==> config.mk <==
export PLATFORM = sky130hd
export DESIGN_NAME = ata_pio_engine
export DESIGN_NICKNAME = d
export VERILOG_FILES = /design/src/rtl/ata_pio_pkg.sv /design/src/rtl/ata_pio_ctrl.sv /design/src/rtl/ata_pio_dp.sv /design/src/rtl/ata_pio_engine.sv
export SDC_FILE = /design/constraint.sdc
export NUM_CORES = 1
export LEC_CHECK = 0
export BUFFER_PORTS_ARGS = -buffer_cell sky130_fd_sc_hd__buf_2
export CAP_MARGIN = 25
export CORE_UTILIZATION = 30
export CTS_BUF_LIST = sky130_fd_sc_hd__clkbuf_4 sky130_fd_sc_hd__clkbuf_8
export CTS_CLUSTER_DIAMETER = 30
export DETAILED_ROUTE_END_ITERATION = 8
export PLACE_DENSITY = 0.63
export SYNTH_ARGS = -nofsm -noshare
export SYNTH_HDL_FRONTEND = slang
export SYNTH_SLANG_ARGS = --single-unit
==> constraint.sdc <==
create_clock -name clk -period 1.9 [get_ports clk]
set_clock_uncertainty 0.2 [all_clocks]
set_input_delay 0.095 -clock clk [delete_from_list [all_inputs] [get_ports clk]]
set_output_delay 0.095 -clock clk [all_outputs]
set_load 0.02 [all_outputs]
==> src/rtl/ata_pio_pkg.sv <==
package ata_pio_pkg;
  localparam int NUM_BUS = 4;
  localparam int BUS_W   = $clog2(NUM_BUS);
  localparam int DATA_W  = 16;
  localparam int ADDR_W  = 3;
  localparam int CNT_W   = 6;
  localparam int CMD_W   = DATA_W + ADDR_W + 3 + BUS_W;
  localparam int CFG_W   = 2 + 3 * CNT_W;
  localparam int STAT_W  = DATA_W + 3;

  typedef struct packed {
    logic [BUS_W-1:0]  busSel;
    logic              isRead;
    logic              cs1;
    logic              cs0;
    logic [ADDR_W-1:0] regAddr;
    logic [DATA_W-1:0] wdata;
  } cmd_t;

  typedef struct packed {
    logic [CNT_W-1:0] holdCnt;
    logic [CNT_W-1:0] strobeCnt;
    logic [CNT_W-1:0] setupCnt;
    logic             rstOn;
    logic             enable;
  } cfg_t;

  // strobes from control to datapath
  typedef struct packed {
    logic accept;
    logic strobeOn;
    logic strobeOff;
    logic finish;
  } ctl_t;

  typedef enum logic [1:0] {PH_IDLE, PH_SETUP, PH_STROBE, PH_HOLD} phase_e;

  // last tick value of a phase; a zero length behaves as one cycle
  function automatic logic [CNT_W-1:0] lastTick(input logic [CNT_W-1:0] len);
    return (len == '0) ? '0 : len - CNT_W'(1);
  endfunction
endpackage

==> src/rtl/ata_pio_ctrl.sv <==
module ata_pio_ctrl
  import ata_pio_pkg::*;
(
  input  logic             clk,
  input  logic             rstN,
  input  logic             cmdWr,
  input  logic             enable,
  input  logic [CNT_W-1:0] setupLen,
  input  logic [CNT_W-1:0] strobeLen,
  input  logic [CNT_W-1:0] holdLen,
  output ctl_t             ctl,
  output logic             busy
);
  phase_e           phase;
  logic [CNT_W-1:0] tick;
  logic [CNT_W-1:0] strobeQ;
  logic [CNT_W-1:0] holdQ;
  logic             tickDone;

  assign tickDone = (tick == '0);

  always_comb begin
    ctl.accept    = cmdWr && enable && (phase == PH_IDLE);
    ctl.strobeOn  = (phase == PH_SETUP)  && tickDone;
    ctl.strobeOff = (phase == PH_STROBE) && tickDone;
    ctl.finish    = (phase == PH_HOLD)   && tickDone;
    busy          = (phase != PH_IDLE);
  end

  always_ff @(posedge clk or negedge rstN) begin
    if (!rstN) begin
      phase   <= PH_IDLE;
      tick    <= '0;
      strobeQ <= '0;
      holdQ   <= '0;
    end else begin
      unique case (phase)
        PH_IDLE: begin
          if (ctl.accept) begin
            phase   <= PH_SETUP;
            tick    <= lastTick(setupLen);
            strobeQ <= strobeLen;
            holdQ   <= holdLen;
          end
        end
        PH_SETUP: begin
          if (tickDone) begin
            phase <= PH_STROBE;
            tick  <= lastTick(strobeQ);
          end else begin
            tick <= tick - CNT_W'(1);
          end
        end
        PH_STROBE: begin
          if (tickDone) begin
            phase <= PH_HOLD;
            tick  <= lastTick(holdQ);
          end else begin
            tick <= tick - CNT_W'(1);
          end
        end
        PH_HOLD: begin
          if (tickDone) phase <= PH_IDLE;
          else          tick  <= tick - CNT_W'(1);
        end
        default: phase <= PH_IDLE;
      endcase
    end
  end


  busy_rise_chk: assert property (@(posedge clk) disable iff (!rstN)
    ctl.accept |=> busy);


  no_accept_busy_chk: assert property (@(posedge clk) disable iff (!rstN)
    busy |-> !ctl.accept);


  ctl_onehot_chk: assert property (@(posedge clk) disable iff (!rstN)
    $onehot0(ctl));


  finish_drop_chk: assert property (@(posedge clk) disable iff (!rstN)
    ctl.finish |=> !busy);
endmodule

==> src/rtl/ata_pio_dp.sv <==
module ata_pio_dp
  import ata_pio_pkg::*;
#(
  parameter int DEF_SETUP  = 9,
  parameter int DEF_STROBE = 39,
  parameter int DEF_HOLD   = 9
) (
  input  logic               clk,
  input  logic               rstN,
  input  logic               cfgWr,
  input  logic [CFG_W-1:0]   cfgWdata,
  input  logic [CMD_W-1:0]   cmdWdata,
  input  logic               statRd,
  input  logic               ackWr,
  input  logic [NUM_BUS-1:0] ackMask,
  input  ctl_t               ctl,
  input  logic               busy,
  input  logic [DATA_W-1:0]  ataDataIn,
  input  logic [NUM_BUS-1:0] ataIrq,
  output cfg_t               cfgQ,
  output logic [STAT_W-1:0]  statusOut,
  output logic [NUM_BUS-1:0] intrOut,
  output logic [ADDR_W-1:0]  ataAddr,
  output logic [NUM_BUS-1:0] ataCs0N,
  output logic [NUM_BUS-1:0] ataCs1N,
  output logic [NUM_BUS-1:0] ataDiorN,
  output logic [NUM_BUS-1:0] ataDiowN,
  output logic [DATA_W-1:0]  ataDataOut,
  output logic               ataDataOe,
  output logic               ataResetN
);
  cmd_t               cmdIn;
  cmd_t               cmdQ;
  logic [DATA_W-1:0]  rdDataQ;
  logic               davQ;
  logic [NUM_BUS-1:0] irqMeta;
  logic [NUM_BUS-1:0] irqSync;
  logic [NUM_BUS-1:0] pendQ;
  logic               resetNQ;

  assign cmdIn = cmd_t'(cmdWdata);

  // configuration
  always_ff @(posedge clk or negedge rstN) begin
    if (!rstN) begin
      cfgQ.enable    <= 1'b0;
      cfgQ.rstOn     <= 1'b0;
      cfgQ.setupCnt  <= CNT_W'(DEF_SETUP);
      cfgQ.strobeCnt <= CNT_W'(DEF_STROBE);
      cfgQ.holdCnt   <= CNT_W'(DEF_HOLD);
      resetNQ        <= 1'b1;
    end else begin
      if (cfgWr) begin
        cfgQ    <= cfg_t'(cfgWdata);
        resetNQ <= !cfgWdata[1];
      end
    end
  end
  assign ataResetN = resetNQ;

  // command capture, shared address and data outputs
  always_ff @(posedge clk or negedge rstN) begin
    if (!rstN) begin
      cmdQ       <= '0;
      ataAddr    <= '0;
      ataDataOut <= '0;
      ataDataOe  <= 1'b0;
    end else if (ctl.accept) begin
      cmdQ       <= cmdIn;
      ataAddr    <= cmdIn.regAddr;
      ataDataOut <= cmdIn.wdata;
      ataDataOe  <= !cmdIn.isRead;
    end else if (ctl.finish) begin
      ataDataOe  <= 1'b0;
    end
  end

  // per-bus chip selects and strobes
  for (genvar b = 0; b < NUM_BUS; b++) begin : g_bus
    logic c0N, c1N, rdN, wrN;
    always_ff @(posedge clk or negedge rstN) begin
      if (!rstN) begin
        c0N <= 1'b1;
        c1N <= 1'b1;
        rdN <= 1'b1;
        wrN <= 1'b1;
      end else begin
        if (ctl.accept) begin
          c0N <= !(cmdIn.cs0 && (cmdIn.busSel == BUS_W'(b)));
          c1N <= !(cmdIn.cs1 && (cmdIn.busSel == BUS_W'(b)));
        end else if (ctl.finish) begin
          c0N <= 1'b1;
          c1N <= 1'b1;
        end
        if (ctl.strobeOn && (cmdQ.busSel == BUS_W'(b))) begin
          rdN <= !cmdQ.isRead;
          wrN <= cmdQ.isRead;
        end else if (ctl.strobeOff) begin
          rdN <= 1'b1;
          wrN <= 1'b1;
        end
      end
    end
    assign ataCs0N[b]  = c0N;
    assign ataCs1N[b]  = c1N;
    assign ataDiorN[b] = rdN;
    assign ataDiowN[b] = wrN;
  end

  // read capture and data-available
  always_ff @(posedge clk or negedge rstN) begin
    if (!rstN) begin
      rdDataQ <= '0;
      davQ    <= 1'b0;
    end else begin
      if (ctl.strobeOff && cmdQ.isRead) rdDataQ <= ataDataIn;
      if (ctl.finish)       davQ <= cmdQ.isRead;
      else if (ctl.accept)  davQ <= 1'b0;
      else if (statRd)      davQ <= 1'b0;
    end
  end

  assign statusOut = {!busy, busy, davQ, rdDataQ};

  // interrupt latch
  always_ff @(posedge clk or negedge rstN) begin
    if (!rstN) begin
      irqMeta <= '0;
      irqSync <= '0;
      pendQ   <= '0;
    end else begin
      irqMeta <= ataIrq;
      irqSync <= irqMeta;
      pendQ   <= (pendQ & ~(ackWr ? ackMask : '0)) | irqSync;
    end
  end
  assign intrOut = pendQ;


  strobe_excl_chk: assert property (@(posedge clk) disable iff (!rstN)
    $countones({~ataDiorN, ~ataDiowN}) <= 1);


  oe_write_only_chk: assert property (@(posedge clk) disable iff (!rstN)
    ataDataOe |-> (!cmdQ.isRead && busy));


  dav_idle_chk: assert property (@(posedge clk) disable iff (!rstN)
    davQ |-> !busy);


  dav_clear_chk: assert property (@(posedge clk) disable iff (!rstN)
    (statRd && !ctl.finish) |=> !davQ);


  reset_pin_chk: assert property (@(posedge clk) disable iff (!rstN)
    cfgWr |=> (ataResetN == !$past(cfgWdata[1])));
endmodule

==> src/rtl/ata_pio_engine.sv <==
module ata_pio_engine
  import ata_pio_pkg::*;
#(
  parameter int DEF_SETUP  = 9,
  parameter int DEF_STROBE = 39,
  parameter int DEF_HOLD   = 9
) (
  input  logic               clk,
  input  logic               rstN,
  input  logic               cfgWr,
  input  logic [CFG_W-1:0]   cfgWdata,
  input  logic               cmdWr,
  input  logic [CMD_W-1:0]   cmdWdata,
  input  logic               statRd,
  output logic [STAT_W-1:0]  statusOut,
  input  logic               ackWr,
  input  logic [NUM_BUS-1:0] ackMask,
  output logic [NUM_BUS-1:0] intrOut,
  output logic [ADDR_W-1:0]  ataAddr,
  output logic [NUM_BUS-1:0] ataCs0N,
  output logic [NUM_BUS-1:0] ataCs1N,
  output logic [NUM_BUS-1:0] ataDiorN,
  output logic [NUM_BUS-1:0] ataDiowN,
  output logic [DATA_W-1:0]  ataDataOut,
  output logic               ataDataOe,
  input  logic [DATA_W-1:0]  ataDataIn,
  input  logic [NUM_BUS-1:0] ataIrq,
  output logic               ataResetN
);
  ctl_t ctl;
  cfg_t cfgQ;
  logic busy;

  ata_pio_ctrl u_ctrl (
    .clk      (clk),
    .rstN     (rstN),
    .cmdWr    (cmdWr),
    .enable   (cfgQ.enable),
    .setupLen (cfgQ.setupCnt),
    .strobeLen(cfgQ.strobeCnt),
    .holdLen  (cfgQ.holdCnt),
    .ctl      (ctl),
    .busy     (busy)
  );

  ata_pio_dp #(
    .DEF_SETUP (DEF_SETUP),
    .DEF_STROBE(DEF_STROBE),
    .DEF_HOLD  (DEF_HOLD)
  ) u_dp (
    .clk       (clk),
    .rstN      (rstN),
    .cfgWr     (cfgWr),
    .cfgWdata  (cfgWdata),
    .cmdWdata  (cmdWdata),
    .statRd    (statRd),
    .ackWr     (ackWr),
    .ackMask   (ackMask),
    .ctl       (ctl),
    .busy      (busy),
    .ataDataIn (ataDataIn),
    .ataIrq    (ataIrq),
    .cfgQ      (cfgQ),
    .statusOut (statusOut),
    .intrOut   (intrOut),
    .ataAddr   (ataAddr),
    .ataCs0N   (ataCs0N),
    .ataCs1N   (ataCs1N),
    .ataDiorN  (ataDiorN),
    .ataDiowN  (ataDiowN),
    .ataDataOut(ataDataOut),
    .ataDataOe (ataDataOe),
    .ataResetN (ataResetN)
  );
endmodule

==> impl_metrics.env, run 1 <==
export IMPL_hold_depth=2
export IMPL_synth_edff_count=0
export IMPL_cpPeakStageDelay_ns=0.42
export IMPL_leakagePower_nw=3.319
export IMPL_yosysMostFrequentCell="dfrtp_1"
export IMPL_peakVddDrop_mv=0.6424
export IMPL_numPortBuffers=133
export IMPL_synth_avg_cell_area_um2=12.83
export IMPL_area_delta_synth_final_pct=50.31
export IMPL_dr_pass1_iters=4
export IMPL_grt_pass1_vias=3998
export IMPL_clock_sinks=108
export IMPL_grt_max_degree=43
export IMPL_ioPinCount=134
export IMPL_root_buffer="clkbuf_8"
export IMPL_clockBufferDepth=2
export IMPL_async_reset_ff_frac=1.000
export IMPL_post_place_ws_ns=-0.1390
export IMPL_hold_viol=0
export IMPL_grt_total_usage=0.1480
export IMPL_timing_rr_end="u_dp.rdDataQ[12]"
export IMPL_antenna_found_initial=0
export IMPL_startpoint_type="register"
export IMPL_layout_cells_non_filler=850
export IMPL_r2r_slack_ns=-0.06
export IMPL_hold_path_startpoint="cfgWr"
export IMPL_slew_headroom=0.6450
export IMPL_maxCapViolCount=0
export IMPL_worstPathMaxFanout=8
export IMPL_slew_viol_final=0
export IMPL_vias=3879
export IMPL_crit_family="simple AND/OR/NAND/NOR gates"
export IMPL_routed_wl_um=12430
export IMPL_n_antenna_cell=0
export IMPL_overflow=0
export IMPL_rows=46
export IMPL_dpl_cell_count=747
export IMPL_period_minus_slack_ns=1.963
export IMPL_max_freq_ghz=0.5095
export IMPL_r2r_start="u_ctrl.tick[3]"
export IMPL_numCtsBuffers=9
export IMPL_whs_endpoint="u_dp.cfgQ[3]"
export IMPL_synth_distinct_cells=51
export IMPL_crit_path_end_kind="register"
export IMPL_critPathBufInv=0
export IMPL_hold_class="input pin to register"
export IMPL_nFillCells=1446
export IMPL_syn_nets=469
export IMPL_required_ns=1.97
export IMPL_cp_arrival_ns=2.03
export IMPL_route_detailed_drc=0
export IMPL_htreeDepth=3
export IMPL_ys_warnings_count=0
export IMPL_die_area_um2=16900
export IMPL_tightestPinTransition_ns=0.5325
export IMPL_synth_common_cells="83 x dfrtp_1, 59 x mux2_2, 25 x dfstp_2, 25 x nand2_1, 20 x nor2_1"
export IMPL_power_mw=10.99
export IMPL_stdcell_area_um2=7387
export IMPL_dpl_cell_area_um2=6031
export IMPL_die_w_um=130.0
export IMPL_core_area_um2=15940
export IMPL_synth_area_leaders="dfrtp_1 42%, mux2_2 14%, dfstp_2 13%"
export IMPL_grt_pass1_wl_um=19170
export IMPL_seq_area_frac_synth=0.5563
export IMPL_die_h_um=130.0
export IMPL_layout_drive_gt1_share=0.5410
export IMPL_p_per_area_nw_per_um2=1488
export IMPL_routed_via_density=4.564
export IMPL_wl_per_cell_um=14.62
export IMPL_cts_tree="built"
export IMPL_ant_nets=0
export IMPL_criticalPathCategory="register to register"
export IMPL_clk_latency_ns=0.38
export IMPL_nets=715
export IMPL_setup_viol=19
export IMPL_ys_flop_type="dfrtp_1"
export IMPL_yosys_area_top_type="dfrtp_1"
export IMPL_crit_chain="or3_4, nor2_4, and2_4, nand2_8, mux2_4"
export IMPL_hpwl_um=8140
export IMPL_syn_area_um2=4915
export IMPL_start_util=0.3083
export IMPL_ys_seq_elements=108
export IMPL_fin_crit_sh=1.033
export IMPL_synth_top_area_frac=0.4226
export IMPL_rsz0062_at_grt="true"
export IMPL_violations="setup timing"
export IMPL_clkSlewWorstSetupHoldPaths_ns=0.11
export IMPL_r2r_cells=5
export IMPL_gp_congestion=0.9445
export IMPL_slowest_stage="or3_4"
export IMPL_synth_cells=383
export IMPL_outcome="finished, violations left"
export IMPL_fin_ws_ns=-0.06254
export IMPL_drtIter0Drc=98
metal layers:
| layer | track usage | routed length, µm | vias to the layer above | share of wire |
|---|---|---|---|---|
| li1 | - | - | 1843 | - |
| met1 | 0.1775 | 5256 | 1918 | 0.42 |
| met2 | 0.2639 | 6506 | 104 | 0.52 |
| met3 | 0.03526 | 539 | 14 | 0.043 |
| met4 | 0.04104 | 127 | 0 | 0.010 |
| met5 | 0 | 0 | - | 0 |
where the power goes:
part,internal [mW],total [mW],leakage (nW),switching (mW)
Sequential,3.28,3.89,1.24,0.618
Combinational,2.77,5.60,1.97,2.83
Clock,0.644,1.50,0.106,0.854
area by class of cell:
type | instances | area (µm²) | share of cell area
clock buffer | 9 | 123.9 | 0.01677
clock inverter | 7 | 91.34 | 0.01236
inverter | 17 | 68.82 | 0.009316
multi-input combinational | 231 | 2217 | 0.3001
sequential | 108 | 2736 | 0.3704
tap | 216 | 270.3 | 0.03659
timing repair buffer | 262 | 1879 | 0.2544
cells by family after synthesis:
group                    count (synthesis)  synth area share
AO/OA/AOI/OAI                           54           0.08071
XOR/XNOR                                10           0.01782
flip-flops                             108            0.5563
adder cells (fa/ha/maj)                 12           0.03055
buffers and inverters                   45           0.05448
multiplexers                            73            0.1739
AND/OR/NAND/NOR                         81           0.08631
worst max path at each step:
stage	from	endpoint	slack (ns)	depth (start not counted)
after floorplan	u_ctrl.tick[2]	u_dp.rdDataQ[10]	-0.13	7
after CTS	u_dp.cfgQ[2]	u_ctrl.tick[4]	-0.05	7
after global placement	u_ctrl.phase[0]	u_ctrl.tick[4]	-0.05	7
after detailed placement	u_ctrl.phase[0]	u_ctrl.tick[0]	-0.14	8
after global routing	u_ctrl.tick[2]	u_dp.rdDataQ[12]	-0.11	5
final	u_ctrl.tick[3]	u_dp.rdDataQ[12]	-0.06	5
repair_timing:
| item | CTS | global route |
|---|---|---|
| buffers inserted | 3 | 4 |
| endpoints found under the hold margin | 169 | 0 |
| gates cloned | 1 | 0 |
| endpoints found under the setup margin | 34 | 36 |
| pin swaps | 2 | 14 |
| gates resized for setup | 14 | 51 |
| hold buffers | 79 | 0 |
stage by stage:
step                setup TNS, ns  hold slack [ns]  utilization
floorplan                  -1.387          -0.4006            -
global placement         -0.09120         -0.08033       0.3783
detailed placement         -1.105         -0.08027       0.3783
CTS                       -0.4562          0.01194       0.4461
global route               -1.935          0.04470       0.4634
finish                    -0.6515          0.02449       0.4634
state kept, by name (all words and copies together) (netlist names):
signal and flops:
u_dp.cfgQ 19, u_dp.ataDataOut 16, u_dp.rdDataQ 16, u_ctrl.holdQ 6, u_ctrl.strobeQ 6, u_ctrl.tick 6
u_dp.g_bus.c0N 4, u_dp.g_bus.c1N 4, u_dp.g_bus.rdN 4, u_dp.g_bus.wrN 4, u_dp.intrOut 4, u_dp.irqMeta 4
u_dp.irqSync 4, u_dp.ataAddr 3, u_dp.cmdQ 3, u_ctrl.phase 2, u_dp.ataDataOe 1, u_dp.ataResetN 1
u_dp.davQ 1
cells in the final DEF, fill, tap and decap left out, drive strengths merged, types with 2 or more instances in the layout:
cell and instances:
dfrtp 83, a22oi 2, o22a 6, nand2 27, xor2 2, mux2i 4
o22ai 5, o32a 5, a21o 4, xnor2 8, o31a 3, nand2b 7
nor2 21, clkbuf 9, dfstp 25, buf 183, nand3 4, mux2 69
or3 3, a21oi 2, and4 2, ha 12, nor3 8, a221oi 2
nor4b 2, inv 21, nor3b 2, a31oi 2, dlygate4sd3 79, o21ai 15
Note: power is estimated with default switching activity, not from simulation.
==> run 2: changes to the inputs <==
--- a/config.mk
+++ b/config.mk
@@ -11,7 +11,8 @@
 export CTS_BUF_LIST = sky130_fd_sc_hd__clkbuf_4 sky130_fd_sc_hd__clkbuf_8
 export CTS_CLUSTER_DIAMETER = 30
 export DETAILED_ROUTE_END_ITERATION = 8
-export PLACE_DENSITY = 0.63
+export PLACE_DENSITY = 0.54
 export SYNTH_ARGS = -nofsm -noshare
 export SYNTH_HDL_FRONTEND = slang
 export SYNTH_SLANG_ARGS = --single-unit
+export TNS_END_PERCENT = 20
==> run 2 against run 1 <==
The flow still finishes with violations (setup timing). Die area unchanged. Via count down 0.15%. Critical path depth unchanged. Critical endpoint is now u_dp.rdDataQ[9]. Largest cell class unchanged.
==> impl_metrics.env, run 2 (synthesis gave the netlist of run 1 again) <==
export IMPL_crit_path_end_kind="register"
export IMPL_nFillCells=1477
export IMPL_timing_rr_end="u_dp.rdDataQ[9]"
export IMPL_r2r_cells=5
export IMPL_hold_viol=0
export IMPL_whs_endpoint="u_dp.cfgQ[2]"
export IMPL_worstPathMaxFanout=16
export IMPL_die_h_um=130.0
export IMPL_required_ns=1.97
export IMPL_hold_path_startpoint="cfgWr"
export IMPL_grt_pass1_wl_um=18970
export IMPL_r2r_start="u_ctrl.tick[3]"
export IMPL_slew_viol_final=0
export IMPL_nets=719
export IMPL_max_freq_ghz=0.5175
export IMPL_n_antenna_cell=0
export IMPL_grt_total_usage=0.1462
export IMPL_p_per_area_nw_per_um2=1460
export IMPL_clockBufferDepth=2
export IMPL_stdcell_area_um2=7327
export IMPL_rows=46
export IMPL_start_util=0.3083
export IMPL_dr_pass1_iters=4
export IMPL_hold_depth=2
export IMPL_use_met1=0.1713
export IMPL_violations="setup timing"
export IMPL_most_common_layout_cells="132 x buf_2, 82 x dfrtp_1, 80 x dlygate4sd3_1"
export IMPL_dpl_cell_area_um2=6091
export IMPL_use_met2=0.2583
export IMPL_tightestPinTransition_ns=0.5131
export IMPL_layout_cells_non_filler=854
export IMPL_holdWs_ns=0.02460
export IMPL_htreeDepth=3
export IMPL_routed_wl_um=12140
export IMPL_ioPinCount=134
export IMPL_root_buffer="clkbuf_8"
export IMPL_grt_busiest_layer="met2"
export IMPL_post_place_ws_ns=-0.1112
export IMPL_use_met3=0.03690
export IMPL_outcome="finished, violations left"
export IMPL_hpwl_um=8222
export IMPL_setup_viol=11
export IMPL_slew_headroom=0.6568
export IMPL_largest_reg_flops=19
export IMPL_die_w_um=130.0
export IMPL_core_area_um2=15940
export IMPL_startpoint_type="register"
export IMPL_route_detailed_drc=0
export IMPL_criticalPathCategory="register to register"
export IMPL_cts_tree="built"
export IMPL_ant_nets=0
export IMPL_rsz0062_at_grt="true"
export IMPL_reg_largest_list="u_dp.cfgQ (19), u_dp.ataDataOut (16), u_dp.rdDataQ (16)"
export IMPL_hold_class="input pin to register"
export IMPL_grt_max_degree=41
export IMPL_fin_ws_ns=-0.03224
export IMPL_grt_pass1_vias=3933
export IMPL_cp_arrival_ns=2.00
export IMPL_gp_congestion=0.9035
export IMPL_clkSlewWorstSetupHoldPaths_ns=0.11
export IMPL_vias=3873
export IMPL_routed_via_density=4.535
export IMPL_layout_drive_gt1_share=0.5298
export IMPL_period_minus_slack_ns=1.932
export IMPL_overflow=0
export IMPL_fin_crit_sh=1.017
export IMPL_fin_util=0.4596
export IMPL_layout_commonest_cell="buf_2"
export IMPL_numCtsBuffers=9
export IMPL_numPortBuffers=133
export IMPL_regMostFlops="u_dp.cfgQ"
export IMPL_die_area_um2=16900
export IMPL_antenna_found_initial=0
export IMPL_drtIter0Drc=130
export IMPL_leakagePower_nw=3.321
export IMPL_area_delta_synth_final_pct=49.08
export IMPL_r2r_slack_ns=-0.03
export IMPL_maxCapViolCount=0
export IMPL_clock_sinks=108
export IMPL_dpl_cell_count=755
export IMPL_wl_per_cell_um=14.21
export IMPL_clk_latency_ns=0.38
export IMPL_peakVddDrop_mv=0.8642
-- run 2: changes by cell type in the layout (fill, tap and decap cells not counted), moves of 2 or more --
cell / previous run / this run
buf_4: 46 / 51
buf_6: 2 / 0
clkinv_4: 0 / 2
ha_2: 1 / 3
ha_4: 6 / 4
inv_1: 10 / 12
inv_4: 2 / 0
o22ai_1: 2 / 4
o22ai_2: 3 / 1
-- run 2: area by class of cell --
cell class | instances | area [µm²] | area share
timing repair buffer | 267 | 1917 | 0.2616
tap | 216 | 270.3 | 0.03689
multi-input combinational | 230 | 2152 | 0.2937
inverter | 17 | 63.81 | 0.008709
clock buffer | 9 | 123.9 | 0.01691
clock inverter | 7 | 65.06 | 0.008880
sequential | 108 | 2735 | 0.3733
-- run 2: critical path, stage by stage, from the launching register on --
cell	delay (ns)
dfrtp_1	0.39
or3_4	0.42
nor2_4	0.13
and2_4	0.20
nand2_8	0.12
mux2_4	0.34
-- run 2: where the power goes --
group          internal, mW  switching, mW  leakage, nW
combinational          2.69           2.79         1.98
sequential             3.27          0.573         1.24
clock                 0.510          0.867       0.0943
total                  6.47           4.23         3.32
-- run 2: worst max-delay path by stage --
stage                     slack [ns]  cells past startpoint               end           start
final                          -0.03                      5   u_dp.rdDataQ[9]  u_ctrl.tick[3]
after global routing           -0.09                      8    u_ctrl.tick[4]  u_ctrl.tick[0]
after CTS                      -0.07                      7    u_ctrl.tick[4]    u_dp.cfgQ[2]
after detailed placement       -0.11                      7    u_ctrl.tick[3]  u_ctrl.tick[0]
after global placement         -0.03                      7    u_ctrl.tick[3]  u_ctrl.tick[0]
after floorplan                -0.13                      7  u_dp.rdDataQ[10]  u_ctrl.tick[2]
-- run 2: per-layer routing --
metal / up-vias / part of all wire
li1: 1841 / -
met1: 1918 / 0.42
met2: 94 / 0.52
met3: 20 / 0.042
met4: 0 / 0.017
met5: - / 0
-- run 2: through the flow --
stage | setup TNS (ns) | power [mW]
after floorplan | -1.481 | 6.944
after global placement | -0.1049 | 8.548
after detailed placement | -1.136 | 8.674
after CTS | -0.2595 | 10.48
after global routing | -1.977 | 11.40
final | -0.2477 | 10.70
-- run 2: timing repair --
action | in CTS | in global routing
buffers inserted | 1 | 1
hold endpoints to repair | 176 | 0
gates resized for setup | 22 | 26
pin swaps | 7 | 6
hold buffers | 81 | 0
setup endpoints to repair | 33 | 63
